<file path="config.mk">
export PLATFORM = sky130hd
export DESIGN_NAME = irq_flag_ctrl
export DESIGN_NICKNAME = d
export VERILOG_FILES = /design/src/rtl/irq_flag_pkg.sv /design/src/rtl/irq_bus_decode.sv /design/src/rtl/irq_half_bank.sv /design/src/rtl/irq_flag_ctrl.sv
export SDC_FILE = /design/constraint.sdc
export NUM_CORES = 1
export LEC_CHECK = 0
export ABC_CLOCK_PERIOD_IN_PS = 2150
export CAP_MARGIN = 10
export CORE_AREA = 2 2 91 93
export CTS_CLUSTER_DIAMETER = 120
export CTS_CLUSTER_SIZE = 28
export DETAILED_ROUTE_END_ITERATION = 6
export DIE_AREA = 0 0 93 95
export MAX_ROUTING_LAYER = met4
export PLACE_DENSITY = 0.79
export SLEW_MARGIN = 20
export SYNTH_ARGS = -nofsm -noshare
export SYNTH_HDL_FRONTEND = slang
export SYNTH_SLANG_ARGS = --single-unit
</file>
<file path="constraint.sdc">
create_clock -name clk_i -period 2.15 [get_ports clk_i]
set_clock_uncertainty 0.05 [all_clocks]
set_input_delay 0.5375 -clock clk_i [delete_from_list [all_inputs] [get_ports clk_i]]
set_output_delay 0.5375 -clock clk_i [all_outputs]
set_load 0.02 [all_outputs]
</file>
<file path="src/rtl/irq_flag_pkg.sv">
package irq_flag_pkg;
  localparam int unsigned HALF_W = 16;
  localparam int unsigned ADDR_W = 3;

  typedef enum logic [ADDR_W-1:0] {
    A_MASTER  = 3'd0,
    A_EN_LO   = 3'd1,
    A_EN_HI   = 3'd2,
    A_FLAG_LO = 3'd3,
    A_FLAG_HI = 3'd4
  } reg_addr_e;
endpackage

</file>
<file path="src/rtl/irq_bus_decode.sv">
module irq_bus_decode
  import irq_flag_pkg::*;
#(
  parameter int unsigned NUM_HALF = 2
) (
  input  logic                wr_en_i,
  input  logic [ADDR_W-1:0]   addr_i,
  output logic                master_we_o,
  output logic [NUM_HALF-1:0] en_we_o,
  output logic [NUM_HALF-1:0] flag_we_o
);
  always_comb begin
    master_we_o = wr_en_i && (addr_i == A_MASTER);
    en_we_o     = '0;
    flag_we_o   = '0;
    for (int h = 0; h < int'(NUM_HALF); h++) begin
      en_we_o[h]   = wr_en_i && (addr_i == ADDR_W'(int'(A_EN_LO) + h));
      flag_we_o[h] = wr_en_i && (addr_i == ADDR_W'(int'(A_FLAG_LO) + h));
    end
  end
endmodule

</file>
<file path="src/rtl/irq_half_bank.sv">
module irq_half_bank #(
  parameter int unsigned W = 16
) (
  input  logic         clk_i,
  input  logic         rst_ni,
  input  logic         en_we_i,
  input  logic         flag_we_i,
  input  logic [W-1:0] wdata_i,
  input  logic [W-1:0] evt_i,
  output logic [W-1:0] en_q_o,
  output logic [W-1:0] flag_q_o
);
  logic [W-1:0] clr_mask;
  logic [W-1:0] flag_d;

  assign clr_mask = flag_we_i ? wdata_i : '0;
  // set has priority over a same-cycle clear
  assign flag_d   = (flag_q_o & ~clr_mask) | evt_i;

  always_ff @(posedge clk_i or negedge rst_ni) begin
    if (!rst_ni) begin
      en_q_o   <= '0;
      flag_q_o <= '0;
    end else begin
      if (en_we_i) en_q_o <= wdata_i;
      flag_q_o <= flag_d;
    end
  end

  for (genvar b = 0; b < W; b++) begin : g_chk
    p_evt_sets_flag_r3: assert property (@(posedge clk_i) disable iff (!rst_ni)
      evt_i[b] |=> flag_q_o[b]);
    p_set_wins_r8: assert property (@(posedge clk_i) disable iff (!rst_ni)
      (evt_i[b] && flag_we_i && wdata_i[b]) |=> flag_q_o[b]);
    p_w1c_clears_r7: assert property (@(posedge clk_i) disable iff (!rst_ni)
      (!evt_i[b] && flag_we_i && wdata_i[b]) |=> !flag_q_o[b]);
  end
endmodule

</file>
<file path="src/rtl/irq_flag_ctrl.sv">
module irq_flag_ctrl
  import irq_flag_pkg::*;
#(
  parameter int unsigned NUM_SRC = 32
) (
  input  logic              clk_i,
  input  logic              rst_ni,
  input  logic              wr_en_i,
  input  logic [ADDR_W-1:0] addr_i,
  input  logic [HALF_W-1:0] wdata_i,
  output logic [HALF_W-1:0] rdata_o,
  input  logic [NUM_SRC-1:0] event_i,
  output logic              irq_o,
  output logic              wake_o
);
  localparam int unsigned NUM_HALF = NUM_SRC / HALF_W;

  logic                master_we;
  logic [NUM_HALF-1:0] en_we;
  logic [NUM_HALF-1:0] flag_we;
  logic [HALF_W-1:0]   master_q;
  logic [NUM_SRC-1:0]  en_all;
  logic [NUM_SRC-1:0]  flag_all;
  logic                wake_q;

  irq_bus_decode #(.NUM_HALF(NUM_HALF)) u_dec (
    .wr_en_i     (wr_en_i),
    .addr_i      (addr_i),
    .master_we_o (master_we),
    .en_we_o     (en_we),
    .flag_we_o   (flag_we)
  );

  for (genvar h = 0; h < NUM_HALF; h++) begin : g_half
    irq_half_bank #(.W(HALF_W)) u_bank (
      .clk_i     (clk_i),
      .rst_ni    (rst_ni),
      .en_we_i   (en_we[h]),
      .flag_we_i (flag_we[h]),
      .wdata_i   (wdata_i),
      .evt_i     (event_i[h*HALF_W +: HALF_W]),
      .en_q_o    (en_all[h*HALF_W +: HALF_W]),
      .flag_q_o  (flag_all[h*HALF_W +: HALF_W])
    );
  end

  always_ff @(posedge clk_i or negedge rst_ni) begin
    if (!rst_ni) begin
      master_q <= '0;
      wake_q   <= 1'b0;
    end else begin
      if (master_we) master_q <= wdata_i;
      // wake ignores the master enable
      wake_q <= |(event_i & en_all);
    end
  end

  assign irq_o  = (|master_q) && (|(en_all & flag_all));
  assign wake_o = wake_q;

  always_comb begin
    rdata_o = '0;
    if (addr_i == A_MASTER) rdata_o = master_q;
    for (int h = 0; h < int'(NUM_HALF); h++) begin
      if (addr_i == ADDR_W'(int'(A_EN_LO) + h))   rdata_o = en_all[h*HALF_W +: HALF_W];
      if (addr_i == ADDR_W'(int'(A_FLAG_LO) + h)) rdata_o = flag_all[h*HALF_W +: HALF_W];
    end
  end

  p_wake_follows_r9: assert property (@(posedge clk_i) disable iff (!rst_ni)
    (|(event_i & en_all)) |=> wake_o);
  p_no_wake_r9: assert property (@(posedge clk_i) disable iff (!rst_ni)
    !(|(event_i & en_all)) |=> !wake_o);
  p_irq_gated_r4: assert property (@(posedge clk_i) disable iff (!rst_ni)
    (master_q == '0) |-> !irq_o);
  p_master_zero_r6: assert property (@(posedge clk_i) disable iff (!rst_ni)
    (master_we && wdata_i == '0) |=> !irq_o);
endmodule

</file>
After elaboration in Yosys (flattened, before gate mapping)
Cells that the tools add are included.
Storage, ports and cells
  flip-flop bits (word level): 81
  logic and storage cells: 35
  bits of input ports: 54
  output and inout port bits: 18
Cells by class
  bitwise logic cells: 8
  reduce and logical (&&, ||, !) cells: 10
  muxes and demuxes: 7
  equal/unequal tests: 4
Operator list (count)
  16-bit 2-to-1 mux: 7
  32-bit AND: 2
  32-bit OR reduction: 2
  16-bit AND: 2
  16-bit NOT: 2
  16-bit OR: 2
  16-bit OR reduction: 1
  3-bit by 2-bit equality test with 1-bit output (second input constant): 2
  1-bit logical AND: 6
  3-bit by 1-bit equality test with 1-bit output (second input constant): 1
  3-bit equality test (second input constant): 1
  3-bit zero test: 1

Depth between registers and ports, before layout
Gate-level depths: netlist (run 1).
  depth in word-level cells: 6
  gate-level depth with buffers: 6
  gate-level depth less buffers: 3

Cells and area by module
From an unflattened synthesis (run 1), not the netlist that was laid out.
Unflattened totals
  cell total of the unflattened synthesis: 326
  area total of the unflattened synthesis: 4182.8 um^2
Modules (own cells, without submodules)
  irq_half_bank: instances 2, cells each 84, area each 1242.4 um^2, sequential area each 800.8 um^2
  irq_flag_ctrl: instances 1, cells each 153, area each 1634.1 um^2, sequential area each 425.4 um^2
  irq_bus_decode: instances 1, cells each 5, area each 63.8 um^2, sequential area each 0.0 um^2

Worst setup path after synthesis (run 1)
OpenSTA, ideal clock, no wires.
  path kind: input to output
  from: in addr_i[0]
  to: out rdata_o[10]
  path buffers: 2
  required time: 1562 ps
  arrival time: 1640 ps
  setup slack: -77 ps
  cell stages on the path: 5
  path through: buf_6 buf_6 mux4_2 inv_1 o21ai_0
On the way
  cells in the longest elaborated chain, start to end: 6
  elaborated cells between the ends (all ways): 10
  those cells by class: eq/ne (4); mux (5); reduce/logical (1)
RTL lines
  start, declared: line irq_flag_ctrl.sv:9  | input logic [ADDR_W-1:0] addr_i,
  3-bit zero test: line irq_flag_ctrl.sv:63  | if (addr_i == A_MASTER) rdata_o = master_q;
  16-bit 2-to-1 mux: line irq_flag_ctrl.sv:63
  16-bit 2-to-1 mux: line irq_flag_ctrl.sv:65  | if (addr_i == ADDR_W'(int'(A_EN_LO) + h)) rdata_o = en_all[h*HALF_W +: HALF_W];
  16-bit 2-to-1 mux: line irq_flag_ctrl.sv:66  | if (addr_i == ADDR_W'(int'(A_FLAG_LO) + h)) rdata_o = flag_all[h*HALF_W +: HALF_W];
  16-bit 2-to-1 mux: line irq_flag_ctrl.sv:65
  16-bit 2-to-1 mux *: line irq_flag_ctrl.sv:66
  end, declared: line irq_flag_ctrl.sv:11  | output logic [HALF_W-1:0] rdata_o,
Mark *: on every way between the ends. The rest lies on a longest branch, timed or not.

Worst setup path after layout (run 1)
  from: reg g_half[0].u_bank.flag_q_o[10]
  to: out irq_o
On the way
  cells in the longest elaborated chain, start to end: 3
RTL lines
  start, declared: line irq_half_bank.sv:11  | output logic [W-1:0] flag_q_o
  start signal, assigned: line irq_half_bank.sv:26  | flag_q_o <= flag_d;
  32-bit AND: line irq_flag_ctrl.sv:58  | assign irq_o = (|master_q) && (|(en_all & flag_all));
  32-bit OR reduction: line irq_flag_ctrl.sv:58
  1-bit logical AND: line irq_flag_ctrl.sv:58
  end, declared: line irq_flag_ctrl.sv:13  | output logic irq_o,
No other way between the ends.

==> metrics.md, run 1 <==
| Metric | Value |
|---|---|
| Largest family of logic cells by synthesized area | multiplexers |
| Post-Synth Simple-Gate Area | 8.56% |
| Clock tree buffer depth | 2 |
| CP Launch Type | flip-flop |
| VDD IR max | roughly 420 uV |
| Post-synthesis sequential area ratio | between 40% and 50% |
| Async SR Flop Fraction | 100% |
| Avg Inst Size Synth | 12.6 um2 |
| Fillers | 505 |
| Worst Hold Class | in2async |
| Post-Synth Adder-Cell Area | 0% |
| Violated checks | negative setup slack |
| Core box area | 7930 um2 |
| GRT Residual Overflow | 0 |
| # DRC | 0 |
| Area share of the largest cell type after synthesis | about half |
| CTS sink count | 81 |
| Final WS setup | -0.229 ns |
| Root buf cell | clkbuf_8 |
| Syn Nets | 380 |
| Final wirelength | 14.1 mm |
| Crit path time final | 2.38 ns |
| H-tree depth | 3 |
| Worst skew pair latency | 0.36 ns |
| Post-synthesis cell type count | 23 |
| Critical Path End Type | output port |
| Die area | 8840 um2 |
| Initial antenna violation count | 0 |
| Area Growth Syn to Fin | 48.8% |
| Top FF cell, synth | dfrtp_1 |
| Vias in the first global route | approximately 3.7k |
| Relative slew slack | 72.3% |
| Ports | 72 |
| GPL Wtd Cong | 0.945 |
| Post-DR vias/cell | 6.18 |
| Fmax | 0.420 GHz |
| R2r worst-path depth | 7 |
| First drt pass iteration count | 7 |
| TritonCTS clock tree | built |
| DRT iter0 DRCs | 451 |
| Slew of the pin with the lowest slew margin | about 0.41 ns |
| Mux cell area share after synthesis | 23.6% |
| Leakage | ~2.5 nW |
| Final Cycle Share | 111% |
| Critical Path RT | 1.56 ns |
| Hold WS | about 0.029 ns |
| Vias post-DR | approximately 3.7k |
| Synth Warn # | 0 |
| Post-synth top cells | dfrtp_1 (81), nand2_1 (48), mux2_2 (38) |
| CTS buffer count | 9 |
| Largest net degree at the start of global routing | 42 |
| Number of port buffers | 71 |
| Die span in x | 93 um |
| Number of hold buffers added after CTS | 0 |
| Layout cells sized above 1 | 48.7% |
| Gr usage total | 34.1% |
| Maxcap violations | 0 |
| WS Path Type | reg2out |
| Post-synthesis xor/xnor area fraction | 0% |
| Pre-CTS WS | -0.988 ns |
| Synth Area in Compound Gates | between 10% and 20% |
| Area contributors post-synth | dfrtp_1 (50%), mux2_2 (10%), a21o_1 (5.9%) |
| Syn Inst Count | about 330 |
| Setup repair after global routing missed its margin | yes |
| Post-detail-place hpwl | 9.30 mm |
| Area leader, netlist | dfrtp_1 |
| Critical Path Fanout Max | 2 |
| Worst-path clk slew | 0.08 ns |
| Critical Path AT | 1.79 ns |
| Final hold vios | 0 |
| Ant. Diodes | 0 |
| Nets@finish | 538 |
| First-pass GRT wire length | 21.1 mm |
| Status | complete, but fails checks |
| Power per standard cell area | 762 nW/um2 |
| Yosys reg bits | 81 |
| Cell with the most instances after synthesis | dfrtp_1 |
| Post-Syn Area | between 4000 and 5000 um2 |
| Die Span Y | 95 um |
| Max Slew Vio Count | 0 |
| Detail Route Antenna Nets | 0 |
| Routed len/inst | about 24 um |
| EDFF count, synth | 0 |
| Row count | 33 |
| Setup Viol. Count Final | 16 |
| Starting Density | between 50 and 60% |
-- sequential cells by signal, indices dropped and copies added (netlist names) --
name,flops
g_half.u_bank.flag_q_o,32
wake_o,1
g_half.u_bank.en_q_o,32
master_q,16
-- cells in the final DEF (no fill, tap or decap), types with 2 or more instances in the layout --
master / n
buf_12: 8
a22oi_1: 23
clkdlybuf4s50_1: 50
o21ai_2: 13
clkbuf_8: 11
nand4_1: 9
dfrtp_1: 80
buf_6: 40
buf_4: 59
buf_16: 3
nor4_1: 2
mux4_2: 16
inv_1: 2
a22oi_2: 9
mux2_4: 10
nand2_2: 2
a21o_1: 32
and4bb_2: 2
mux2_2: 38
o21ai_1: 3
buf_2: 2
nand2_1: 45
inv_2: 14
-- cell type report --
| class | instances | area, um2 | share of cell area, % |
|---|---|---|---|
| flip-flops and latches | 81 | 2030 | 33.3 |
| multi-input cells | 213 | 2010 | 33.0 |
| repair buffers | 163 | 1660 | 27.2 |
| clock buffers | 12 | 155 | 2.55 |
| well taps | 105 | 131 | 2.16 |
| inverters | 16 | 60.1 | 0.986 |
| clock inverters | 4 | 51.3 | 0.842 |
-- routing by layer --
| layer | vias to the layer above | track usage [%] | routed length, um |
|---|---|---|---|
| met2 | 271 | 52.4 | 6650 |
| li1 | 1545 | - | - |
| met1 | 1808 | 44.0 | 5440 |
| met5 | - | - | 0 |
| met4 | 0 | 15.1 | 547 |
| met3 | 47 | 7.58 | 1420 |
-- through the flow --
| stage | setup TNS (ns) | total power (W) | cells | util, % | area (um2) |
|---|---|---|---|---|---|
| 4_1_cts | -1.26 | 0.00452 | 588 | 75.3 | 5970 |
| 3_5_place_dp | -27.75 | 0.00319 | 557 | 68.7 | 5440 |
| 6_report | -1.43 | 0.00464 | 594 | 76.8 | 6090 |
| 5_1_grt | -2.16 | 0.00480 | 594 | 76.8 | 6090 |
| 3_3_place_gp | -25.15 | 0.00315 | 557 | 68.7 | 5440 |
| 2_1_floorplan | 0 | 0.00249 | 326 | - | 4100 |
-- where the power goes --
group	internal [W]	total, W	switching (W)
Clock	0.000601	0.00117	0.000566
Combinational	0.000897	0.00150	0.000604
Sequential	0.00174	0.00197	0.000239
-- cell families after synthesis --
logic type             after synthesis
buffers and inverters               32
AND/OR/NAND/NOR                     68
AO/OA/AOI/OAI                       81
multiplexers                        64
flip-flops                          81
-- repair_timing --
action,4_1_cts,5_1_grt
resized for setup,178,28
cloned,3,0
pin swaps,5,0
endpoints found under the setup margin,17,17
setup buffers,12,6
-- final timing paths --
check / startpoint / end / slack [ns]
min in group clk_i: g_half[0].u_bank.flag_q_o[7] / g_half[0].u_bank.flag_q_o[7] / 0.47
hold reg to reg: g_half[0].u_bank.flag_q_o[7] / g_half[0].u_bank.flag_q_o[7] / 0.47
max in group asynchronous: rst_ni / g_half[1].u_bank.en_q_o[4] / 1.46
setup / recovery: g_half[0].u_bank.flag_q_o[10] / irq_o / -0.23
setup reg to reg: g_half[0].u_bank.en_q_o[13] / wake_o / 0.19
hold / removal: rst_ni / g_half[0].u_bank.flag_q_o[1] / 0.03
-- worst max-delay path, cell delays in order (launching register included) --
cell and delay [ns]:
dfrtp_1 0.43, a22oi_2 0.20, nand4_1 0.14, o41a_1 0.49, buf_6 0.16
Power figures use the tool's default switching activity.
==> inputs of run 2 (changes only) <==
--- a/config.mk
+++ b/config.mk
@@ -13,7 +13,8 @@
 export DETAILED_ROUTE_END_ITERATION = 6
 export DIE_AREA = 0 0 93 95
 export MAX_ROUTING_LAYER = met4
-export PLACE_DENSITY = 0.79
+export PLACE_DENSITY_LB_ADDON = 0.25
+export REMOVE_ABC_BUFFERS = 1
 export SLEW_MARGIN = 20
 export SYNTH_ARGS = -nofsm -noshare
 export SYNTH_HDL_FRONTEND = slang
==> run 2 against run 1 <==
Net effect: the flow still finishes with violations (negative setup slack); total power is 1.2% higher; die area is the same; global-route usage decreased by 0.99 points; critical path depth unchanged; clock power increased by 5%; first-iteration DRC count decreased by 27%; via count fell by 1.7%; worst setup slack improved by 0.021 ns; clock-buffer cell count is 2 lower; worst hold slack better by 0.078 ns.
==> metrics.md, run 2 (same netlist as run 1, synthesis figures left out) <==
| Metric | Value |
|---|---|
| Ant. Diodes | 0 (unchanged) |
| Gr usage total | 33.1% (was 34.1%) |
| H-tree depth | 3 (unchanged) |
| First drt pass iteration count | 5 (was 7) |
| Setup repair after global routing missed its margin | yes (unchanged) |
| Die area | 8840 um2 (unchanged) |
| Leakage | 2.57 nW (was 2.49 nW) |
| WS Path Type | reg2out (unchanged) |
| Most frequent cells in the layout | dfrtp_1 (81), buf_4 (73), clkdlybuf4s50_1 (50) (was dfrtp_1 (80), buf_4 (59), clkdlybuf4s50_1 (50)) |
| CTS buffer count | 9 (unchanged) |
| Worst Hold Class | in2async (unchanged) |
| Ports | 72 (unchanged) |
| CTS sink count | 81 (unchanged) |
| Core box area | 7930 um2 (unchanged) |
| Crit path from | g_half[1].u_bank.en_q_o[6] (was g_half[0].u_bank.flag_q_o[10]) |
| Layout cells sized above 1 | 49.2% (was 48.7%) |
| GPL Wtd Cong | 0.943 (was 0.945) |
| Worst-path clk slew | 0.09 ns (was 0.08 ns) |
| Initial antenna violation count | 0 (unchanged) |
| VDD IR max | 419 uV (was 416 uV) |
| Largest regs | g_half.u_bank.en_q_o: 32 flops, g_half.u_bank.flag_q_o: 32 flops, master_q: 16 flops (unchanged) |
| First-pass GRT wire length | 20.7 mm (was 21.1 mm) |
| Critical Path AT | 1.77 ns (was 1.79 ns) |
| Hold WS | 0.107 ns (was 0.0288 ns) |
| Final hold vios | 0 (unchanged) |
| Fmax | 0.424 GHz (was 0.420 GHz) |
| Worst skew pair latency | 0.36 ns (about the same) |
| # DRC | 0 (unchanged) |
| Final WS setup | -0.208 ns (was -0.229 ns) |
| Final wirelength | 13.3 mm (was 14.1 mm) |
| Post-DR vias/cell | 5.93 (was 6.18) |
| Vias post-DR | 3609 (was 3671) |
| DRT iter0 DRCs | 330 (was 451) |
| Die Span Y | 95 um (unchanged) |
| Setup Viol. Count Final | 17 (was 16) |
| Row count | 33 (unchanged) |
| TritonCTS clock tree | built (unchanged) |
| R2r startpoint | g_half[1].u_bank.en_q_o[10] (was g_half[0].u_bank.en_q_o[13]) |
| Most common cell after layout, fill and taps aside | dfrtp_1 (unchanged) |
| GRT Residual Overflow | 0 (unchanged) |
| CP Launch Type | flip-flop (unchanged) |
| Area Growth Syn to Fin | 50.5% (was 48.8%) |
| Routed len/inst | 21.8 um (was 23.7 um) |
| Total power | 0.00470 W (was 0.00464 W) |
| Root buf cell | clkbuf_8 (unchanged) |
| Starting Density | 51.6% (unchanged) |
| Fillers | 489 (was 505) |
| Maxcap violations | 0 (unchanged) |
| Violated checks | negative setup slack (unchanged) |
| Critical Path End Type | output port (unchanged) |
| Post-detail-place hpwl | 8.87 mm (was 9.30 mm) |
| Nets@finish | 553 (was 538) |
| Post-route cell area | 6160 um2 (was 6090 um2) |
| Slew of the pin with the lowest slew margin | 0.528 ns (was 0.412 ns) |
| Largest net degree at the start of global routing | 39 (was 42) |
| Critical Path RT | 1.56 ns (about the same) |
| Detail Route Antenna Nets | 0 (unchanged) |
| Status | complete, but fails checks (unchanged) |
| Placed standard-cell area | 5510 um2 (was 5440 um2) |
| Vias in the first global route | 3799 (was 3739) |
| Critical Path Fanout Max | 2 (unchanged) |
| Max Slew Vio Count | 0 (unchanged) |
| Crit path time final | 2.36 ns (was 2.38 ns) |
| Die span in x | 93 um (unchanged) |
| Relative slew slack | 64.8% (was 72.3%) |
| Final Cycle Share | 110% (was 111%) |
| Power per standard cell area | 763 nW/um2 (was 762 nW/um2) |
| Number of port buffers | 71 (unchanged) |
| Number of hold buffers added after CTS | 0 (unchanged) |
| Clock tree buffer depth | 2 (unchanged) |
-- run 2: cell count changes in the layout (fill, tap and decap cells not counted), moves of 2 or more --
cell	before	now
clkbuf_8	11	9
a22oi_2	9	6
buf_4	59	73
a22oi_1	23	26
clkinv_2	1	3
nand2_2	2	0
buf_6	40	43
buf_12	8	6
nand2_1	45	47
-- run 2: routing by layer --
metal	GRT usage (%)	vias to the layer above	share of wire, %
met5	-	-	0
met4	14.1	0	3.0
met3	6.38	35	8.8
met1	43.1	1786	40
met2	51.4	216	48
li1	-	1572	-
-- run 2: timing repair --
action                     in CTS  in global routing
buffers inserted               17                  3
pin swaps                       5                  4
setup endpoints to repair      17                 17
gates cloned                    4                  0
resized for setup             182                 42
-- run 2: area by class of cell --
class	instances	area [um2]	area share [%]
well taps	105	131	2.13
inverters	16	60.1	0.975
clock buffers	10	128	2.07
flip-flops and latches	81	2030	32.9
multi-input cells	213	1980	32.1
clock inverters	6	82.6	1.34
repair buffers	178	1750	28.5
-- run 2: metrics by stage --
stage	TNS (ns)	cells	util (%)	setup slack [ns]
after global routing	-1.81	609	77.7	-0.252
after CTS	-1.12	606	75.9	-0.249
after detailed placement	-30.07	569	69.6	-0.966
final	-1.02	609	77.7	-0.208
after floorplan	-10.20	310	-	-0.638
after global placement	-29.32	569	69.6	-0.954
-- run 2: critical path, stage by stage (launching register included) --
cell and delay [ns]:
dfrtp_1 0.41, a22oi_1 0.25, nand4_1 0.12, o41a_1 0.48, buf_6 0.15
-- run 2: final timing paths --
path	endpoint	slack [ns]	cells after the start
min reg2reg	g_half[0].u_bank.flag_q_o[2]	0.48	1
max	irq_o	-0.21	4
min in group clk_i	g_half[0].u_bank.flag_q_o[2]	0.48	1
max in group asynchronous	master_q[2]	1.36	2
min	master_q[1]	0.11	1
max reg2reg	wake_o	0.11	6
-- run 2: power breakdown --
group,internal [W],total (W),switching (W)
registers,0.00173,0.00195,0.000214
clock network,0.000649,0.00123,0.000580
logic,0.000921,0.00152,0.000599
==> inputs of run 3 (changes only) <==
--- a/config.mk
+++ b/config.mk
@@ -15,6 +15,7 @@
 export MAX_ROUTING_LAYER = met4
 export PLACE_DENSITY_LB_ADDON = 0.25
 export REMOVE_ABC_BUFFERS = 1
+export SETUP_SLACK_MARGIN = 0.05
 export SLEW_MARGIN = 20
 export SYNTH_ARGS = -nofsm -noshare
 export SYNTH_HDL_FRONTEND = slang
==> run 3 against run 2 <==
Net effect: the flow still finishes with violations (negative setup slack); final cell count is the same; non-clock buffer count is the same; worst hold slack is essentially flat; highest routed layer unchanged.
==> metrics.md, run 3 (same netlist as run 1, synthesis figures left out) <==
| Metric | Value |
|---|---|
| Total power | 0.00469 W (was 0.00470 W) |
| Worst skew pair latency | 0.36 ns (about the same) |
| Detail Route Antenna Nets | 0 (unchanged) |
| Clock tree buffer depth | 2 (unchanged) |
| Total net switching power | 0.00139 W (about the same) |
| GPL Wtd Cong | 0.943 (unchanged) |
| Relative slew slack | 65.0% (was 64.8%) |
| Root buf cell | clkbuf_8 (unchanged) |
| Maxcap violations | 0 (unchanged) |
| Ant. Diodes | 0 (unchanged) |
| # DRC | 0 (unchanged) |
| Gr usage total | 33.1% (unchanged) |
| Core box area | 7930 um2 (unchanged) |
| Largest net degree at the start of global routing | 39 (unchanged) |
| Power per standard cell area | 762 nW/um2 (was 763 nW/um2) |
| Critical Path Fanout Max | 2 (unchanged) |
| Worst Hold Class | in2async (unchanged) |
| Final hold vios | 0 (unchanged) |
| Switch share | 29.6% (about the same) |
| Ports | 72 (unchanged) |
| H-tree depth | 3 (unchanged) |
| Nets@finish | 553 (unchanged) |
| Final Cycle Share | 110% (about the same) |
| CTS sink count | 81 (unchanged) |
| Multi-input gate area in the final layout | 1980 um2 (unchanged) |
| Crit path time final | 2.37 ns (was 2.36 ns) |
| Final wirelength | 13.3 mm (about the same) |
| Sequential standard cell area | 2030 um2 (unchanged) |
| Placed cells | 569 (unchanged) |
| Sequential share of power | 41.5% (about the same) |
| Fillers | 489 (unchanged) |
| Clock Power Share | 26.1% (was 26.2%) |
| Max Slew Vio Count | 0 (unchanged) |
| Vias in the first global route | 3797 (was 3799) |
| Violated checks | negative setup slack (unchanged) |
| Initial antenna violation count | 0 (unchanged) |
| DRT iter0 DRCs | 337 (was 330) |
| Die Span Y | 95 um (unchanged) |
| Critical Path End Type | output port (unchanged) |
| VDD IR max | 422 uV (was 419 uV) |
| Die span in x | 93 um (unchanged) |
| Comb power frac | 32.4% (about the same) |
| Setup Viol. Count Final | 17 (unchanged) |
| Internal power | 0.00331 W (about the same) |
| Largest regs | g_half.u_bank.en_q_o: 32 flops, g_half.u_bank.flag_q_o: 32 flops, master_q: 16 flops (unchanged) |
| Leakage | 2.57 nW (unchanged) |
| Post-detail-place hpwl | 8.87 mm (unchanged) |
| Status | complete, but fails checks (unchanged) |
| Die area | 8840 um2 (unchanged) |
| Most common cell after layout, fill and taps aside | dfrtp_1 (unchanged) |
| GRT Residual Overflow | 0 (unchanged) |
| Number of port buffers | 71 (unchanged) |
| Post-DR vias/cell | 5.92 (was 5.93) |
| Layout cells sized above 1 | 49.2% (unchanged) |
| Critical Path RT | 1.56 ns (about the same) |
| Routed len/inst | 21.8 um (about the same) |
| Vias post-DR | 3608 (was 3609) |
| Area Growth Syn to Fin | 50.5% (unchanged) |
| Setup repair after global routing missed its margin | yes (unchanged) |
| CP Launch Type | flip-flop (unchanged) |
| Most frequent cells in the layout | dfrtp_1 (81), buf_4 (73), clkdlybuf4s50_1 (50) (unchanged) |
| Critical Path AT | 1.78 ns (was 1.77 ns) |
| First-pass GRT wire length | 20.7 mm (unchanged) |
| Final WS setup | -0.220 ns (was -0.208 ns) |
| First drt pass iteration count | 5 (unchanged) |
| WS Path Type | reg2out (unchanged) |
| Row count | 33 (unchanged) |
| Non-Filler Instances | 609 (unchanged) |
| Slew of the pin with the lowest slew margin | 0.524 ns (was 0.528 ns) |
| Starting Density | 51.6% (unchanged) |
| Fmax | 0.422 GHz (was 0.424 GHz) |
| Worst-path clk slew | 0.09 ns (about the same) |
| TritonCTS clock tree | built (unchanged) |
| CTS buffer count | 9 (unchanged) |
-- run 3: cell counts in the layout (fill, tap and decap cells not counted) --
No cell type changed its count.
-- run 3: cell type report --
cell class,count,area share [%]
clock buffers,10,2.07
inverters,16,0.975
well taps,105,2.13
repair buffers,178,28.5
flip-flops and latches,81,32.9
multi-input cells,213,32.1
clock inverters,6,1.34
-- run 3: metrics by stage --
stage / setup TNS, ns / hold WS, ns / setup slack (ns) / area [um2] / utilization [%]
finish: -1.03 / 0.106 / -0.220 / 6160 / 77.7
global route: -1.81 / 0.127 / -0.252 / 6160 / 77.7
detailed placement: -30.07 / 0.450 / -0.966 / 5510 / 69.6
CTS: -1.12 / 0.106 / -0.249 / 6020 / 75.9
global placement: -29.32 / 0.429 / -0.954 / 5510 / 69.6
floorplan: -10.20 / 0.192 / -0.638 / 3970 / -
-- run 3: what timing repair did --
item | in CTS | in global routing
endpoints found under the setup margin | 17 | 17
hold buffers | 0 | 0
cloned | 4 | 0
gates resized for setup | 183 | 41
buffers inserted | 17 | 3
pin swaps | 5 | 4
-- run 3: worst paths after layout --
kind | startpoint | slack (ns) | to | cells after the start
min reg2reg | g_half[0].u_bank.flag_q_o[2] | 0.48 | g_half[0].u_bank.flag_q_o[2] | 1
max in group asynchronous | rst_ni | 1.37 | master_q[2] | 2
max | g_half[1].u_bank.en_q_o[6] | -0.22 | irq_o | 4
min | rst_ni | 0.11 | master_q[1] | 1
max reg2reg | g_half[1].u_bank.en_q_o[10] | 0.12 | wake_o | 6
min in group clk_i | g_half[0].u_bank.flag_q_o[2] | 0.48 | g_half[0].u_bank.flag_q_o[2] | 1
-- run 3: critical path, stage by stage (launching register included) --
cell and delay (ns):
dfrtp_1 0.41, a22oi_1 0.25, nand4_1 0.12, o41a_1 0.48
buf_6 0.16
-- run 3: power by group through the flow --
stage	logic, W	clock network (W)	registers [W]
global route	0.00160	0.00130	0.00197
detailed placement	0.00123	0	0.00194
global placement	0.00121	0	0.00193
CTS	0.00141	0.00123	0.00193
finish	0.00152	0.00123	0.00195
floorplan	0.000560	0	0.00190
-- run 3: routing by layer --
metal	routed length, um	global-route usage (%)
met1	5420	43.1
met2	6380	51.4
met3	1080	6.38
met4	375	14.1
met5	0	-
